File: src/rtl/tmon_pkg.sv
package tmon_pkg;
  localparam logic [11:0] OFS_MODE     = 12'h000;
  localparam logic [11:0] OFS_V1_INTV  = 12'h008;
  localparam logic [11:0] OFS_V2_SITES = 12'h008;
  localparam logic [11:0] OFS_V2_INTV  = 12'h00C;
  localparam logic [11:0] OFS_IEN      = 12'h020;
  localparam logic [11:0] OFS_CAL_SEL  = 12'h080;
  localparam logic [11:0] OFS_CAL_DATA = 12'h084;
  localparam logic [11:0] OFS_RES_BASE = 12'h100;
  localparam logic [11:0] OFS_RNG_BASE = 12'hF10;
  localparam logic [11:0] OFS_REV      = 12'hBF8;

  typedef enum logic [1:0] {SC_IDLE, SC_SCAN, SC_WAIT} scan_st_e;

  function automatic logic [31:0] mode_wmask(input int unsigned ver);
    return (ver == 1) ? 32'h8C00_FFFF : 32'h8300_0000;
  endfunction

  function automatic int unsigned range_count(input int unsigned ver);
    return (ver == 1) ? 4 : 16;
  endfunction
endpackage

File: src/rtl/tmon_scan.sv
module tmon_scan
  import tmon_pkg::*;
#(
  parameter int unsigned VERSION = 2,
  parameter int unsigned NSITES  = 16,
  parameter int unsigned TEMP_W  = 10,
  parameter int unsigned INTV_W  = 16
) (
  input  logic                         clk,
  input  logic                         rst_n,
  input  logic                         mon_en_i,
  input  logic [NSITES-1:0]            site_mask_i,
  input  logic [INTV_W-1:0]            interval_i,
  input  logic [NSITES*TEMP_W-1:0]     site_temp_i,
  output logic [NSITES-1:0][31:0]      res_words_o
);
  localparam int unsigned SIW = $clog2(NSITES);
  localparam logic [SIW-1:0] LAST = SIW'(NSITES - 1);

  scan_st_e st_q, st_d;
  logic [SIW-1:0] ptr_q, ptr_d;
  logic [INTV_W-1:0] cnt_q, cnt_d;
  logic cap;
  logic [NSITES-1:0] vld_q, vld_d, upd;
  logic [NSITES-1:0][TEMP_W-1:0] temp_q;

  always_comb begin
    st_d  = st_q;
    ptr_d = ptr_q;
    cnt_d = cnt_q;
    cap   = 1'b0;
    if (!mon_en_i) begin
      st_d  = SC_IDLE;
      ptr_d = '0;
      cnt_d = '0;
    end else begin
      case (st_q)
        SC_IDLE: begin
          st_d  = SC_SCAN;
          ptr_d = '0;
        end
        SC_SCAN: begin
          cap = 1'b1;
          if (ptr_q == LAST) begin
            st_d  = SC_WAIT;
            cnt_d = interval_i;
          end else begin
            ptr_d = ptr_q + SIW'(1);
          end
        end
        SC_WAIT: begin
          if (cnt_q == '0) begin
            st_d  = SC_SCAN;
            ptr_d = '0;
          end else begin
            cnt_d = cnt_q - INTV_W'(1);
          end
        end
        default: st_d = SC_IDLE;
      endcase
    end
  end

  always_comb begin
    for (int n = 0; n < NSITES; n++) begin
      upd[n]   = cap && (ptr_q == SIW'(n)) && site_mask_i[n];
      vld_d[n] = mon_en_i && (upd[n] || vld_q[n]);
    end
  end

  always_ff @(posedge clk or negedge rst_n) begin
    if (!rst_n) begin
      st_q  <= SC_IDLE;
      ptr_q <= '0;
      cnt_q <= '0;
      vld_q <= '0;
    end else begin
      st_q  <= st_d;
      ptr_q <= ptr_d;
      cnt_q <= cnt_d;
      vld_q <= vld_d;
    end
  end

  always_ff @(posedge clk or negedge rst_n) begin
    if (!rst_n) begin
      temp_q <= '0;
    end else begin
      for (int n = 0; n < NSITES; n++)
        if (upd[n]) temp_q[n] <= site_temp_i[n*TEMP_W +: TEMP_W];
    end
  end

  generate
    for (genvar n = 0; n < NSITES; n++) begin : g_site
      if (VERSION == 1) begin : g_fmt1
        assign res_words_o[n] = {vld_q[n], 23'b0, temp_q[n][7:0]};
      end else begin : g_fmt2
        assign res_words_o[n] = {vld_q[n], {(31-TEMP_W){1'b0}}, temp_q[n]};
      end


      vld_src_chk: assert property (@(posedge clk) disable iff (!rst_n)
        $rose(vld_q[n]) |-> $past(mon_en_i && site_mask_i[n] && st_q == SC_SCAN && ptr_q == SIW'(n)));
    end
  endgenerate


  dis_clear_chk: assert property (@(posedge clk) disable iff (!rst_n)
    !mon_en_i |=> (vld_q == '0));


  wait_hold_chk: assert property (@(posedge clk) disable iff (!rst_n)
    (st_q == SC_WAIT) |=> $stable(temp_q));


  ascend_chk: assert property (@(posedge clk) disable iff (!rst_n)
    (st_q == SC_SCAN && mon_en_i && ptr_q != LAST) |=> (ptr_q == $past(ptr_q) + SIW'(1)));
endmodule

File: src/rtl/tmon_regs.sv
module tmon_regs
  import tmon_pkg::*;
#(
  parameter int unsigned VERSION   = 2,
  parameter int unsigned NSITES    = 16,
  parameter int unsigned INTV_W    = 16,
  parameter int unsigned CAL_DEPTH = 16
) (
  input  logic                    clk,
  input  logic                    rst_n,
  input  logic                    req_valid,
  input  logic                    req_write,
  input  logic [11:0]             req_addr,
  input  logic [31:0]             req_wdata,
  output logic                    req_ready,
  output logic                    rsp_valid,
  output logic [31:0]             rsp_rdata,
  input  logic [NSITES-1:0][31:0] res_words_i,
  output logic                    mon_en_o,
  output logic [NSITES-1:0]       site_mask_o,
  output logic [INTV_W-1:0]       interval_o
);
  localparam int unsigned NRANGE = range_count(VERSION);
  localparam int unsigned RNG_IW = $clog2(NRANGE);
  localparam int unsigned CAL_IW = $clog2(CAL_DEPTH);
  localparam int unsigned SIW    = $clog2(NSITES);
  localparam logic [31:0] MODE_WM = mode_wmask(VERSION);
  localparam logic [11:0] INTV_OFS = (VERSION == 1) ? OFS_V1_INTV : OFS_V2_INTV;

  logic fire, wr_fire;
  logic hit_mode, hit_intv, hit_sites, hit_ien, hit_csel, hit_cdata, hit_rev, hit_res, hit_rng;
  logic [11:0] rng_off;
  logic [9:0]  rng_idx;
  logic [7:0]  res_idx;

  logic [31:0] mode_q, mode_d, ien_q, ien_d, rd_d;
  logic [INTV_W-1:0] intv_q, intv_d;
  logic [NSITES-1:0] sites_q, sites_d;
  logic [CAL_IW-1:0] csel_q, csel_d;
  logic [CAL_DEPTH-1:0][31:0] cal_q;
  logic [NRANGE-1:0][31:0] rng_q;
  logic [CAL_DEPTH-1:0] cal_we;
  logic [NRANGE-1:0] rng_we;

  assign req_ready = 1'b1;
  assign fire      = req_valid;
  assign wr_fire   = fire && req_write;

  always_comb begin
    rng_off   = req_addr - OFS_RNG_BASE;
    rng_idx   = rng_off[11:2];
    res_idx   = req_addr[11:4] - OFS_RES_BASE[11:4];
    hit_mode  = (req_addr == OFS_MODE);
    hit_intv  = (req_addr == INTV_OFS);
    hit_sites = (VERSION != 1) && (req_addr == OFS_V2_SITES);
    hit_ien   = (req_addr == OFS_IEN);
    hit_csel  = (req_addr == OFS_CAL_SEL);
    hit_cdata = (req_addr == OFS_CAL_DATA);
    hit_rev   = (req_addr == OFS_REV);
    hit_res   = (req_addr >= OFS_RES_BASE) && (req_addr[3:0] == 4'h0) && ({24'b0, res_idx} < NSITES);
    hit_rng   = (req_addr >= OFS_RNG_BASE) && (rng_off[1:0] == 2'b00) && ({22'b0, rng_idx} < NRANGE);
  end

  always_comb begin
    mode_d  = (wr_fire && hit_mode)  ? (req_wdata & MODE_WM) : mode_q;
    intv_d  = (wr_fire && hit_intv)  ? req_wdata[INTV_W-1:0] : intv_q;
    sites_d = (wr_fire && hit_sites) ? req_wdata[NSITES-1:0] : sites_q;
    ien_d   = (wr_fire && hit_ien)   ? req_wdata : ien_q;
    csel_d  = (wr_fire && hit_csel)  ? req_wdata[CAL_IW-1:0] : csel_q;
    cal_we  = '0;
    rng_we  = '0;
    if (wr_fire && hit_cdata) cal_we[csel_q] = 1'b1;
    if (wr_fire && hit_rng)   rng_we[rng_idx[RNG_IW-1:0]] = 1'b1;
  end

  always_comb begin
    rd_d = '0;
    if (!req_write) begin
      if (hit_mode)  rd_d = mode_q;
      if (hit_intv)  rd_d = 32'(intv_q);
      if (hit_sites) rd_d = 32'(sites_q);
      if (hit_ien)   rd_d = ien_q;
      if (hit_csel)  rd_d = 32'(csel_q);
      if (hit_cdata) rd_d = cal_q[csel_q];
      if (hit_rev)   rd_d = {16'h0, 8'(VERSION), 8'h00};
      if (hit_res)   rd_d = res_words_i[res_idx[SIW-1:0]];
      if (hit_rng)   rd_d = rng_q[rng_idx[RNG_IW-1:0]];
    end
  end

  always_ff @(posedge clk or negedge rst_n) begin
    if (!rst_n) begin
      mode_q    <= '0;
      intv_q    <= INTV_W'(15);
      sites_q   <= '0;
      ien_q     <= '0;
      csel_q    <= '0;
      rsp_valid <= 1'b0;
      rsp_rdata <= '0;
    end else begin
      mode_q    <= mode_d;
      intv_q    <= intv_d;
      sites_q   <= sites_d;
      ien_q     <= ien_d;
      csel_q    <= csel_d;
      rsp_valid <= fire;
      if (fire) rsp_rdata <= rd_d;
    end
  end

  always_ff @(posedge clk or negedge rst_n) begin
    if (!rst_n) begin
      cal_q <= '0;
      rng_q <= '0;
    end else begin
      for (int i = 0; i < CAL_DEPTH; i++) if (cal_we[i]) cal_q[i] <= req_wdata;
      for (int i = 0; i < NRANGE; i++)    if (rng_we[i]) rng_q[i] <= req_wdata;
    end
  end

  assign mon_en_o   = mode_q[31];
  assign interval_o = intv_q;

  generate
    if (VERSION == 1) begin : g_mask_v1
      for (genvar n = 0; n < NSITES; n++) begin : g_rev
        assign site_mask_o[n] = mode_q[15-n];
      end
    end else begin : g_mask_v2
      assign site_mask_o = sites_q;
    end
  endgenerate


  rsp_follow_chk: assert property (@(posedge clk) disable iff (!rst_n)
    req_valid |=> rsp_valid);


  rsp_idle_chk: assert property (@(posedge clk) disable iff (!rst_n)
    !req_valid |=> !rsp_valid);


  cal_store_chk: assert property (@(posedge clk) disable iff (!rst_n)
    (wr_fire && hit_cdata) |=> (cal_q[$past(csel_q)] == $past(req_wdata)));
endmodule

File: src/rtl/tmon_top.sv
module tmon_top #(
  parameter int unsigned VERSION   = 2,
  parameter int unsigned NSITES    = 16,
  parameter int unsigned TEMP_W    = 10,
  parameter int unsigned INTV_W    = 16,
  parameter int unsigned CAL_DEPTH = 16
) (
  input  logic                     clk,
  input  logic                     rst_n,
  input  logic                     req_valid,
  input  logic                     req_write,
  input  logic [11:0]              req_addr,
  input  logic [31:0]              req_wdata,
  output logic                     req_ready,
  output logic                     rsp_valid,
  output logic [31:0]              rsp_rdata,
  input  logic [NSITES*TEMP_W-1:0] site_temp
);
  logic                    mon_en;
  logic [NSITES-1:0]       site_mask;
  logic [INTV_W-1:0]       interval;
  logic [NSITES-1:0][31:0] res_words;

  tmon_regs #(
    .VERSION(VERSION), .NSITES(NSITES), .INTV_W(INTV_W), .CAL_DEPTH(CAL_DEPTH)
  ) u_regs (
    .clk(clk), .rst_n(rst_n),
    .req_valid(req_valid), .req_write(req_write), .req_addr(req_addr), .req_wdata(req_wdata),
    .req_ready(req_ready), .rsp_valid(rsp_valid), .rsp_rdata(rsp_rdata),
    .res_words_i(res_words), .mon_en_o(mon_en), .site_mask_o(site_mask), .interval_o(interval)
  );

  tmon_scan #(
    .VERSION(VERSION), .NSITES(NSITES), .TEMP_W(TEMP_W), .INTV_W(INTV_W)
  ) u_scan (
    .clk(clk), .rst_n(rst_n),
    .mon_en_i(mon_en), .site_mask_i(site_mask), .interval_i(interval),
    .site_temp_i(site_temp), .res_words_o(res_words)
  );
endmodule

File: config.mk
export PLATFORM = sky130hd
export DESIGN_NAME = tmon_top
export DESIGN_NICKNAME = d
export VERILOG_FILES = /design/src/rtl/tmon_pkg.sv /design/src/rtl/tmon_scan.sv /design/src/rtl/tmon_regs.sv /design/src/rtl/tmon_top.sv
export SDC_FILE = /design/constraint.sdc
export NUM_CORES = 2
export LEC_CHECK = 0
export ABC_AREA = 1
export BUFFER_PORTS_ARGS = -buffer_cell sky130_fd_sc_hd__buf_2
export CAP_MARGIN = 30
export CORE_UTILIZATION = 60
export DETAILED_ROUTE_END_ITERATION = 7
export PLACE_DENSITY = 0.78
export SLEW_MARGIN = 20
export SYNTH_ARGS = -nofsm -noshare
export SYNTH_HDL_FRONTEND = slang
export SYNTH_SLANG_ARGS = --single-unit
File: constraint.sdc
create_clock -name clk -period 2.2 [get_ports clk]
set_clock_uncertainty 0.05 [all_clocks]
set_input_delay 0.44 -clock clk [delete_from_list [all_inputs] [get_ports clk]]
set_output_delay 0.44 -clock clk [all_outputs]
set_load 0.01 [all_outputs]
==> metrics <==
IR drop worst, VDD=0.6194 mV; sequential share of power=46.6%; Starting Density=60.90%; Comb power frac=6.9%; htree depth=4; placed inst area=65830 µm²; ranking of synthesized cells by area=dfrtp_1 (55%), nand2_1 (13%), o21ai_0 (10%), mux2_2 (2.9%), o21ai_1 (2.7%); clk sink count=1326; CTS clock-pin slew for the worst setup and hold paths=60 ps; Fin Setup TNS=-195.7 ps; Power Total=53020 µW; Power Internal=40400 µW; Core Util, Final=73.68%; Worst EP required=2820 ps; Crit Path Category=register to register; Routability Congestion=0.9921; DIE WIDTH=318.8 µm; Mapped Avg Cell Area=8.477 µm²; DRT Pass-1 Iters=8; final setup fails=6; Post-synth EDFFs=0; Longest Clk Path Bufs=3; syn nets=7320; Port-buffer cells=240; synthesis-to-layout area growth=20.98%; CP endpoint kind=register; largest area contributor in the netlist=dfrtp_1; Synth cell types=46; number of max-cap violations=0; layout cell share with drive strength beyond 1=16.87%; post-route ant nets=0; DRT iter0 DRCs=7521; Worst Hold Class=input port to asynchronous set/reset pin; Pwr per Cell Area=728.0 nW/µm²; GRT Resource Usage Total=40.26%; first-pass GRT wire length=315.5 mm; top_reg_cell synth=dfrtp_1; vias in the first global route=54437; Die Span Y=318.8 µm; slew margin rel.=44.75%; Cell Rows=115; I/O pins=242; via count=55333; Yosys warning count=0; RSZ-0062 raised after global routing=true; initial antenna violation count=22; Mapped Cells=7102; final worst path period share=103.6%; Synth Cell Area=60200 µm²; Avg WL per Cell=22.72 µm; clock share of power=46.4%; register area share after synthesis=55.13%; Core Box Area=98850 µm²; outcome=complete, but fails checks; fillers=6664; hold violation total from the final report=0; final instance area=72840 µm²; pin count of the biggest net entering global routing=145; achievable clock frequency=0.4388 GHz; DP Worst Slack=-326.0 ps; Synth Register Bits=1326; final-report max-slew violation count=0; # DRC=20; Max FO, Critical Path=12; Final HPWL DP=118.3 mm; worst slew pin tran=827.9 ps; Post-synth ARST share=100.0%; failing checks=DRC, setup timing; leading cell type in the layout, fill and taps excluded=nand2_1; switch share=23.80%; post-synth top area share=54.95%; Worst EP arrival=2900 ps; CTS tree=done; most frequent cells in the layout=nand2_1 (1989), dfrtp_1 (1320), o21ai_0 (983), o21ai_1 (578), nor2_1 (407); Leak Pwr=0.03488 µW; flop2flop setup slack=-80 ps; root buf cell=clkbuf_16; nets@finish=7801; WL final=204.3 mm; Avg Vias per Cell=6.154; Critical Path Start Type=register; number of CTS-inserted buffers=139; worst setup margin=-78.80 ps; switching pwr=12620 µW; Skew-Pair Late Insertion Delay=770 ps; global route overflow=0; Final Critical Period=2279 ps; Die ar.=101600 µm²
-- flip-flops by register name (all words and copies together) (netlist names) --
name and cells:
u_regs.csel_q 4, u_regs.cal_q 512, u_scan.ptr_q 4, u_regs.mode_q 3, u_regs.rng_q 512, u_regs.ien_q 32
u_regs.interval_o 16, u_scan.vld_q 16, u_regs.rsp_rdata 32, u_regs.rsp_valid 1, u_scan.cnt_q 16, u_regs.site_mask_o 16
u_scan.res_words_o 160, u_scan.st_q 2
-- logic make-up (layout without fill, tap and decap cells) --
family	after synthesis	in the layout	synth area share, %
xor gates and xnor gates	1	1	0.01455
muxes	156	156	2.918
DFF	1326	1326	55.13
other	1	12	0.006229
adders and majority gates	10	10	0.2078
buffers and inverters	923	1514	6.114
and+or+nand+nor	2895	2895	20.14
AOI/OAI and AO/OA	1790	1790	15.48
-- final cells by class --
type | count | area (µm²) | area share (%)
diodes | 11 | 27.53 | 0.03779
multi-input cells | 4853 | 23620 | 32.43
repair buffers | 869 | 8127 | 11.16
well taps | 1287 | 1610 | 2.211
clock inverters | 41 | 546.8 | 0.7507
inverters | 394 | 1495 | 2.053
clock buffers | 210 | 4222 | 5.796
flip-flops and latches | 1326 | 33190 | 45.57
-- per-layer routing --
layer / global-route usage [%] / share of wire [%]
met1: 51.51 / 37
met2: 60.75 / 44
met3: 11.71 / 12
met4: 24.57 / 6.6
met5: 0 / 0.072
-- metrics by stage --
step / hold slack [ps] / std cells
final: 112.1 / 8991
after global routing: 131.3 / 8982
after CTS: 84.59 / 8966
after detailed placement: 253.3 / 8547
after global placement: 254.8 / 8547
after floorplan: 94.41 / 7102
-- worst max-delay path: stages, from the launching register on --
cell and delay, ps:
dfrtp_2 500, inv_4 140, nor2_4 60, buf_12 150
buf_12 150, nand2_1 50, o21ai_0 80, o21ai_0 170
nand4_1 300, nand2_1 140, nand2_1 60, nand2_1 80
nand2_2 110, nand2_1 130
-- power groups by stage --
stage	Combinational (µW)	Clock, µW	Sequential, µW
CTS	3470	24500	24700
global route	3930	25600	24700
global placement	3170	0	25100
detailed placement	3210	0	25100
floorplan	1420	0	25100
finish	3680	24600	24700
-- path summary, 6_finish.rpt --
check,start,end,depth (start not counted)
max,u_regs.csel_q[1],u_regs.rsp_rdata[11],13
min,rst_n,u_regs.cal_q[420],2
max reg2reg,u_regs.csel_q[1],u_regs.rsp_rdata[11],13
min reg2reg,u_regs.rng_q[297],u_regs.rng_q[297],2
max in group asynchronous,rst_n,u_regs.rng_q[136],3
min in group clk,req_wdata[0],u_regs.cal_q[256],4
-- Yosys cell counts (2+ instances only) --
master     instances
o22ai_1           61
nand2_2            2
inv_1            381
nand3_4           11
nand2_1         2019
nand2_4           17
nor2_8             6
nand3_1          212
clkbuf_1         344
buf_1             28
a21oi_1           69
nand3b_1          46
inv_2              9
o22a_1             8
nor2_4             2
a31oi_1            2
nand3_2            5
a22oi_1            4
o21ai_0         1246
mux2_2           155
clkbuf_2           3
dfstp_2            4
o21ai_1          329
clkinv_1           3
o211ai_1          20
buf_4              3
ha_1              10
buf_2            150
nor3_1            15
o221ai_1           3
nand4_1           50
dfrtp_1         1322
nor2_2             7
nor2_1           413
o2111ai_1         45
or2_2             88
-- timing repair --
| item | CTS | global route |
|---|---|---|
| gates resized for setup | 26 | 122 |
| cloned | 1 | 5 |
| endpoints found under the hold margin | 609 | 0 |
| endpoints found under the setup margin | 20 | 98 |
| pin swaps | 14 | 48 |
| buffers inserted | 5 | 9 |
| hold buffers | 162 | 0 |
(Power assumes the default switching activity.)
